**config.mk**
```make
export PLATFORM = sky130hd
export DESIGN_NAME = vic_rotating
export DESIGN_NICKNAME = d
export VERILOG_FILES = /design/src/rtl/vic_pkg.sv /design/src/rtl/vic_src_cfg.sv /design/src/rtl/vic_pending.sv /design/src/rtl/vic_prio_pick.sv /design/src/rtl/vic_rotating.sv
export SDC_FILE = /design/constraint.sdc
export NUM_CORES = 2
export LEC_CHECK = 0
export ABC_AREA = 1
export BUFFER_PORTS_ARGS = -buffer_cell sky130_fd_sc_hd__buf_4
export CORE_ASPECT_RATIO = 1.2
export CORE_UTILIZATION = 64
export DETAILED_ROUTE_END_ITERATION = 7
export PLACE_DENSITY_LB_ADDON = 0.3
export SETUP_SLACK_MARGIN = 0.1
export SLEW_MARGIN = 30
export SYNTH_ARGS = -nofsm -noshare
export SYNTH_HDL_FRONTEND = slang
export SYNTH_HIERARCHICAL = 1
export SYNTH_SLANG_ARGS = --single-unit
```
**constraint.sdc**
```tcl
create_clock -name clk -period 6.86 [get_ports clk]
set_input_delay 0.343 -clock clk [delete_from_list [all_inputs] [get_ports clk]]
set_output_delay 0.343 -clock clk [all_outputs]
set_load 0.05 [all_outputs]
```
**src/rtl/vic_pkg.sv**
```systemverilog
package vic_pkg;
    localparam int NSRC       = 64;
    localparam int IDX_W      = $clog2(NSRC);
    localparam int NDEST      = 8;
    localparam int AW         = 8;
    localparam int DW         = 32;
    localparam int LANES      = DW / 8;
    localparam int CTRL_WORDS = NSRC / LANES;
    localparam int CW_W       = $clog2(CTRL_WORDS);
    localparam int STAT_WORDS = NSRC / DW;
    localparam int SW_W       = (STAT_WORDS > 1) ? $clog2(STAT_WORDS) : 1;

    localparam logic [AW-1:0] OFS_INDEX    = 8'h00;
    localparam logic [AW-1:0] OFS_IRQ_PRIO = 8'h20;
    localparam logic [AW-1:0] OFS_FIQ_PRIO = 8'h24;
    localparam logic [AW-1:0] OFS_CTRL     = 8'h40;
    localparam logic [AW-1:0] OFS_STAT     = 8'h80;

    typedef struct packed {
        logic       spare7;
        logic       fall;
        logic       rise;
        logic       spare4;
        logic       en;
        logic [2:0] dest;
    } src_ctrl_t;

    typedef struct packed {
        logic             rot;
        logic [IDX_W-1:0] ptr;
    } prio_t;

    typedef struct packed {
        logic             hit;
        logic [IDX_W-1:0] idx;
    } pick_t;

    function automatic pick_t first_set(input logic [NSRC-1:0] v);
        pick_t r;
        r.hit = 1'b0;
        r.idx = '0;
        for (int i = NSRC - 1; i >= 0; i--) begin
            if (v[i]) begin
                r.hit = 1'b1;
                r.idx = IDX_W'(i);
            end
        end
        return r;
    endfunction
endpackage

```
**src/rtl/vic_src_cfg.sv**
```systemverilog
module vic_src_cfg
    import vic_pkg::*;
(
    input  logic            clk,
    input  logic            rst,
    input  logic            wr,
    input  logic [AW-1:0]   addr,
    input  logic [DW-1:0]   wdata,
    input  logic [LANES-1:0] be,
    output src_ctrl_t       ctrl [NSRC],
    output prio_t           fiq_prio
);
    for (genvar n = 0; n < NSRC; n++) begin : g_src
        localparam int LANE = n % LANES;
        localparam logic [AW-3:0] WADDR = (AW-2)'((int'(OFS_CTRL) >> 2) + n / LANES);
        always_ff @(posedge clk) begin
            if (rst)
                ctrl[n] <= '0;
            else if (wr && addr[AW-1:2] == WADDR && addr[1:0] == 2'b00 && be[LANE])
                ctrl[n] <= src_ctrl_t'(wdata[LANE*8 +: 8]);
        end
    end

    always_ff @(posedge clk) begin
        if (rst)
            fiq_prio <= '0;
        else if (wr && addr == OFS_FIQ_PRIO && be[0])
            fiq_prio <= prio_t'(wdata[$bits(prio_t)-1:0]);
    end
endmodule

```
**src/rtl/vic_pending.sv**
```systemverilog
module vic_pending
    import vic_pkg::*;
(
    input  logic             clk,
    input  logic             rst,
    input  logic [NSRC-1:0]  src,
    input  src_ctrl_t        ctrl [NSRC],
    input  logic             wr,
    input  logic [AW-1:0]    addr,
    input  logic [DW-1:0]    wdata,
    input  logic [LANES-1:0] be,
    output logic [NSRC-1:0]  status,
    output logic [NSRC-1:0]  elig
);
    logic [NSRC-1:0] prev_q, latch_q, set_v, clr_v, edge_v, en_v;

    for (genvar n = 0; n < NSRC; n++) begin : g_bit
        localparam int WRD = n / DW;
        localparam int BIT = n % DW;
        localparam logic [AW-1:0] WADDR = AW'(int'(OFS_STAT) + 4 * WRD);
        always_comb begin
            en_v[n]   = ctrl[n].en;
            edge_v[n] = ctrl[n].rise | ctrl[n].fall;
            set_v[n]  = (ctrl[n].rise &  src[n] & ~prev_q[n]) |
                        (ctrl[n].fall & ~src[n] &  prev_q[n]);
            clr_v[n]  = wr && addr == WADDR && be[BIT/8] && wdata[BIT];
        end
    end

    always_ff @(posedge clk) begin
        if (rst) begin
            prev_q  <= '0;
            latch_q <= '0;
        end else begin
            prev_q  <= src;
            latch_q <= edge_v & (set_v | (latch_q & ~clr_v));
        end
    end

    assign status = (edge_v & latch_q) | (~edge_v & src & en_v);
    assign elig   = status & en_v;

    // every detected edge shows up in the latch one clock later
    a_r5_edge_captured: assert property (@(posedge clk) disable iff (rst)
        (|set_v) |=> ((latch_q & $past(set_v)) == $past(set_v)));

    // a latch only drops after a clear write or a switch to level mode
    a_r6_drop_needs_clear: assert property (@(posedge clk) disable iff (rst)
        (($past(latch_q) & ~latch_q & ~$past(clr_v | ~edge_v)) == '0));
endmodule

```
**src/rtl/vic_prio_pick.sv**
```systemverilog
module vic_prio_pick
    import vic_pkg::*;
(
    input  logic             clk,
    input  logic             rst,
    input  logic [NSRC-1:0]  req,
    input  logic             rd_idx,
    input  logic             prio_we,
    input  prio_t            prio_wdata,
    output logic [IDX_W-1:0] idx,
    output logic             any,
    output prio_t            prio_q
);
    logic [IDX_W-1:0]  off;
    logic [2*NSRC-1:0] dbl;
    logic [NSRC-1:0]   rv;
    pick_t             pk;

    always_comb begin
        off = prio_q.rot ? prio_q.ptr + IDX_W'(1) : '0;
        dbl = {req, req} >> off;
        rv  = dbl[NSRC-1:0];
        pk  = first_set(rv);
        any = pk.hit;
        idx = pk.hit ? pk.idx + off : IDX_W'(NSRC - 1);
    end

    always_ff @(posedge clk) begin
        if (rst)
            prio_q <= '0;
        else if (prio_we)
            prio_q <= prio_wdata;
        else if (rd_idx && any && prio_q.rot)
            prio_q.ptr <= idx;
    end

    // idle vector value
    a_r7_idle_is_top: assert property (@(posedge clk) disable iff (rst)
        !any |-> (idx == IDX_W'(NSRC - 1)));

    // a reported source is really requesting
    a_r7_winner_requests: assert property (@(posedge clk) disable iff (rst)
        any |-> req[idx]);

    // fixed order never skips a lower requester
    a_r8_lowest_when_fixed: assert property (@(posedge clk) disable iff (rst)
        (any && !prio_q.rot) |->
        ((req & ((NSRC'(1) << idx) - NSRC'(1))) == '0));
endmodule

```
**src/rtl/vic_rotating.sv**
```systemverilog
module vic_rotating
    import vic_pkg::*;
(
    input  logic        clk,
    input  logic        rst,
    input  logic        bus_wr,
    input  logic        bus_rd,
    input  logic [7:0]  bus_addr,
    input  logic [31:0] bus_wdata,
    input  logic [3:0]  bus_be,
    output logic [31:0] bus_rdata,
    input  logic [63:0] src_in,
    output logic        irq_o,
    output logic        fiq_o,
    output logic [5:0]  aux_o
);
    src_ctrl_t              ctrl [NSRC];
    prio_t                  fiq_prio, irq_prio;
    logic [NSRC-1:0]        status, elig;
    logic [NDEST-1:0][NSRC-1:0] route;
    logic [NSRC*8-1:0]      ctrl_flat;
    logic [IDX_W-1:0]       idx;
    logic                   any;
    logic                   rd_idx, prio_we;

    vic_src_cfg u_cfg (
        .clk(clk), .rst(rst), .wr(bus_wr), .addr(bus_addr),
        .wdata(bus_wdata), .be(bus_be), .ctrl(ctrl), .fiq_prio(fiq_prio)
    );

    vic_pending u_pend (
        .clk(clk), .rst(rst), .src(src_in), .ctrl(ctrl), .wr(bus_wr),
        .addr(bus_addr), .wdata(bus_wdata), .be(bus_be),
        .status(status), .elig(elig)
    );

    assign rd_idx  = bus_rd && bus_addr == OFS_INDEX;
    assign prio_we = bus_wr && bus_addr == OFS_IRQ_PRIO && bus_be[0];

    vic_prio_pick u_pick (
        .clk(clk), .rst(rst), .req(route[0]), .rd_idx(rd_idx),
        .prio_we(prio_we), .prio_wdata(prio_t'(bus_wdata[$bits(prio_t)-1:0])),
        .idx(idx), .any(any), .prio_q(irq_prio)
    );

    for (genvar n = 0; n < NSRC; n++) begin : g_flat
        assign ctrl_flat[n*8 +: 8] = ctrl[n];
        for (genvar d = 0; d < NDEST; d++) begin : g_dest
            assign route[d][n] = elig[n] && ctrl[n].dest == 3'(d);
        end
    end

    assign irq_o = |route[0];
    assign fiq_o = |route[1];
    for (genvar d = 2; d < NDEST; d++) begin : g_aux
        assign aux_o[d-2] = |route[d];
    end

    always_ff @(posedge clk) begin
        if (rst) begin
            bus_rdata <= '0;
        end else if (bus_rd) begin
            if (bus_addr == OFS_INDEX)
                bus_rdata <= DW'(idx);
            else if (bus_addr == OFS_IRQ_PRIO)
                bus_rdata <= DW'(irq_prio);
            else if (bus_addr == OFS_FIQ_PRIO)
                bus_rdata <= DW'(fiq_prio);
            else if (bus_addr >= OFS_CTRL && bus_addr < OFS_STAT)
                bus_rdata <= ctrl_flat[{bus_addr[2 +: CW_W], 5'd0} +: DW];
            else if (bus_addr >= OFS_STAT && bus_addr < AW'(int'(OFS_STAT) + 4 * STAT_WORDS))
                bus_rdata <= status[{bus_addr[2 +: SW_W], 5'd0} +: DW];
            else
                bus_rdata <= '0;
        end
    end

    // an idle vector read returns 63 on the following cycle
    a_r7_idle_read: assert property (@(posedge clk) disable iff (rst)
        (bus_rd && bus_addr == OFS_INDEX && !(|route[0])) |=> (bus_rdata[5:0] == 6'd63));

    // fast line never rises without an enabled pending source
    a_r10_fiq_has_source: assert property (@(posedge clk) disable iff (rst)
        fiq_o |-> (|elig));
endmodule

```
==> results of run 1 <==
synth_stat cells, types with 69 or more instances:
cell type and n:
a21oi_1 305, buf_1 69, nand3_1 430, nand2_1 2948, nor4_1 71, dfxtp_1 686, inv_1 1732, nor2_1 1154
buf_2 149, clkbuf_1 145, o21ai_0 254, nand4_1 597
timing repair:
item,4_1_cts
endpoints found under the hold margin,49
pin swaps,41
hold buffers,40
gates resized for setup,208
setup buffers,7
endpoints found under the setup margin,12
cell families after synthesis:
logic type,Yosys count,share of synthesized area
muxes,4,0.000778
AOI/OAI and AO/OA,839,0.0950
DFF,686,0.267
and+or+nand+nor,5393,0.457
buffers and inverters,2232,0.179
xor gates and xnor gates,1,0.000170
adders and majority gates,7,0.00185
layer usage:
layer | global-route usage | overflow
met1 | 0.720 | 0
met2 | 0.902 | 4
met3 | 0.419 | 0
met4 | 0.687 | 5
met5 | 0.0567 | 0
metrics by stage:
step,TNS (ns),instance area [um^2],instances
detailed placement,-3.06,58000,10713
CTS,0,61800,10895
global placement,-3.67,58000,10712
floorplan,0,51400,9162
==> metrics.cfg, run 1 <==
[placement]
port_buffers=151
dp_hpwl_um=182000
gp_congestion=1.26
place_ws_ns=-0.524

[global_routing]
grt_overflow=9
grt_pass1_wl_um=418000
grt_max_degree=180
grt_pass1_vias=67205
grtUsageTotal=0.684

[logic_synthesis]
yosys_register_bits=686
synth_ff_type=dfxtp_1
synth_fp_nets=9281
synth_warnings=6
yosysTopAreaCellShare=0.267
synth_edf_count=0
syn_inst=9162
synth_area_mm2=0.0514
avgSynthCellArea_um2=5.61
yosysSeqAreaShare=0.267
synthTopCellsByArea=dfxtp_1 (27%), nand2_1 (22%), inv_1 (13%)
async_reset_ff_frac=0
yosysUniqueCellTypes=56
synth_top_area_cell=dfxtp_1

[die]
die_h_um=313
ios=152
fp.dieW_um=261
num_rows=113
initial_utilization=0.649

[cts]
htree_levels=3
cts_buffers=75
clockRootBuffer=clkbuf_16
cts_sinks=686
ctsLongestPathBuffers=3

[status]
first-error=[ERROR GRT-0116] Global routing finished with congestion. Check the congestion regions in the DRC Viewer.
stop_stage=5_1_grt
status=aborted with a tool error

==> inputs of run 2 (changes only) <==
Settings changed: CORE_ASPECT_RATIO 1.2 to unset, CORE_UTILIZATION 64 to 40, PLACE_DENSITY_LB_ADDON 0.3 to 0.15, SETUP_SLACK_MARGIN 0.1 to unset.
==> run 2 against run 1 <==
The flow now finishes, with violations (negative setup slack). Area after synthesis unchanged. Synthesized cell count unchanged.
==> metrics.cfg, run 2 <==
[final_layout]
layout_common_cells=nand2_1 (2855), inv_1 (1693), buf_4 (1162)
register_area_mm2=0.0138
fin_cells=11794
multiInputGateArea_mm2=0.0309
final_nets=10187
fillers=13298
num_antenna_cells=0
final_common_cell=nand2_1
top_regs=u_cfg/ctrl: 512 flops, u_pend/latch_q: 64 flops, u_pend/prev_q: 64 flops
drive_gt1_frac=0.197
syn2layout_area_growth_pct=29.4
largest_register=u_cfg/ctrl
largest_reg_flops=512
fin_area_mm2=0.0666

[die]
core_area_mm2=0.128
die_area_mm2=0.130
die_h_um=361  ; was 313 um
fp.dieW_um=361  ; was 261 um
ios=152  ; unchanged
num_rows=131  ; was 113
initial_utilization=0.403  ; was 0.649

[logic_synthesis]
async_reset_ff_frac=0  ; unchanged
synth_ff_type=dfxtp_1  ; unchanged
synthTopCellsByArea=dfxtp_1 (27%), nand2_1 (22%), inv_1 (13%)  ; unchanged
yosysSeqAreaShare=0.267  ; unchanged
synth_edf_count=0  ; unchanged
synth_xor_area_frac=0.000170  ; unchanged
synth_top_area_cell=dfxtp_1  ; unchanged
synth_fp_nets=9281  ; unchanged
yosysUniqueCellTypes=56  ; unchanged
syn_inst=9162  ; unchanged
avgSynthCellArea_um2=5.61  ; unchanged
synthAdderAreaFrac=0.00185  ; unchanged
yosys.area_share.simple=0.457  ; unchanged
yosysMostFrequentCell=nand2_1  ; unchanged
synth_common_cells=nand2_1 (2948), inv_1 (1732), nor2_1 (1154)  ; unchanged
synth-compound-area-share=0.0950  ; unchanged
synth_top_family_by_area=simple AND/OR/NAND/NOR gates  ; unchanged
synth_warnings=6  ; unchanged
yosysTopAreaCellShare=0.267  ; unchanged
synth_area_mm2=0.0514  ; unchanged
yosys-mux-area-fraction=0.000778  ; unchanged
yosys_register_bits=686  ; unchanged

[critical_path]
crit_path_frequent_cell=nand2_1
critPathKind=flop to flop
worstPathMaxFanout=2
slowest_delay_ns=0.39
crit_slowest_cell=fa_2
arrival_ns=7.52
cp-end-kind=flop
cp.required_ns=7.48
worst_setup_path_start_kind=flop

[placement]
port_buffers=151  ; unchanged
dp_hpwl_um=219000  ; was 182000 um
gp_congestion=1.10  ; was 1.26
place_ws_ns=-0.576  ; was -0.524 ns
placed_cells=11517  ; was 10713
placed_area_mm2=0.0602  ; was 0.0580 mm^2

[sta]
setup_viol=2
fmaxAchievable_mhz=145
tightest_slew_ns=1.20
finalCriticalPeriod_ns=6.90
fin_skew_ns=0.0493
whs_ns=0.0489
fin_crit_sh=1.01
relSlewSlack=0.203
maxSlewViolCount=0
final_hold_viol_count=0
rsz0062_at_grt=yes
setup_ws_ns=-0.0365

[global_routing]
grt_overflow=0
grt_pass1_wl_um=412000
grt_max_degree=154
grt_pass1_vias=58369
antenna_found_initial=9
grtUsageTotal=0.435

[cts]
cts_buffers=87  ; was 75
ctsLongestPathBuffers=3  ; unchanged
clockRootBuffer=clkbuf_16  ; unchanged
clock_latency_ns=0.74
cts_sinks=686  ; unchanged
cts_tree=built
htree_levels=3  ; unchanged
cts.reportedPaths.clkPinSlew_ns=0.08

[job]
maxCapViolations=0

[worst_hold_path]
hold_class=input pin to flop

[drt]
via_count=64122
via_per_inst=5.44
drcViolationCount=0
drtIter0Drc=7372
wl_per_cell_um=24.8
wl_um=293000
first_pass_iters=6
drt.antenna.violating_nets=0

[pwr]
irDropWorstVdd_mv=0.207
p_leak_nw=32.1
powerDensity_mw_per_mm2=150
total_power_w=0.00997

[status]
violations=negative setup slack
status=finished with violations  ; was aborted with a tool error

[run 2: cell counts after synthesis]
No cell type changed its count.
[run 2: path summary, 6_finish.rpt]
kind	from	endpoint	slack, ns	depth (start not counted)
min	src_in[7]	u_pend/prev_q[7]	0.05	4
min reg2reg	u_pend/latch_q[12]	u_pend/latch_q[12]	0.46	2
max reg2reg	u_cfg/ctrl[373]	bus_rdata[4]	-0.04	80
max	u_cfg/ctrl[373]	bus_rdata[4]	-0.04	80
[run 2: critical path, delay by kind of cell (launching register included)]
family / cells / cell delay, ns
flip-flops: 1 / 0.33
adder cells (fa/ha/maj): 2 / 0.57
buffers and inverters: 7 / 0.74
AO/OA/AOI/OAI: 10 / 1.47
AND/OR/NAND/NOR: 61 / 3.69
[run 2: per-layer routing]
layer  GRT usage  share of wire
met1       0.549           0.39
met3      0.0692          0.090
met5           0       0.000044
met2       0.669           0.43
met4       0.324          0.088
[run 2: per-stage QoR]
stage / util / setup TNS [ns]
6_report: 0.522 / -0.0623
5_1_grt: 0.522 / -7.33
4_1_cts: 0.508 / -0.0174
3_5_place_dp: 0.472 / -4.10
3_3_place_gp: 0.472 / -6.08
2_1_floorplan: - / 0
[run 2: final cells by class]
cell class | count | share of cell area
Timing Repair Buffer | 1298 | 0.156
Tap cell | 1662 | 0.0312
Clock inverter | 22 | 0.00472
Inverter | 1751 | 0.0989
Clock buffer | 131 | 0.0381
Multi-Input combinational cell | 6244 | 0.464
Sequential cell | 686 | 0.207
[run 2: report_power, final]
| part | internal, W | switching (W) |
|---|---|---|
| sequential | 0.00402 | 0.0000179 |
| combinational | 0.000286 | 0.000887 |
| clock | 0.00274 | 0.00202 |
| total | 0.00704 | 0.00293 |
[run 2: cells by family after synthesis]
family                   after synthesis
multiplexers                           4
buffers and inverters               2232
XOR/XNOR                               1
adder cells (fa/ha/maj)                7
flip-flops                           686
AND/OR/NAND/NOR                     5393
AO/OA/AOI/OAI                        839
[run 2: timing repair]
action                                  CTS  global route
gates resized for setup                 195           446
buffers inserted                          1            35
hold endpoints to repair                170             0
hold buffers                             89             0
endpoints found under the setup margin   12            12
pin swaps                                26           159
No activity file was read; power rests on OpenSTA's default activity.
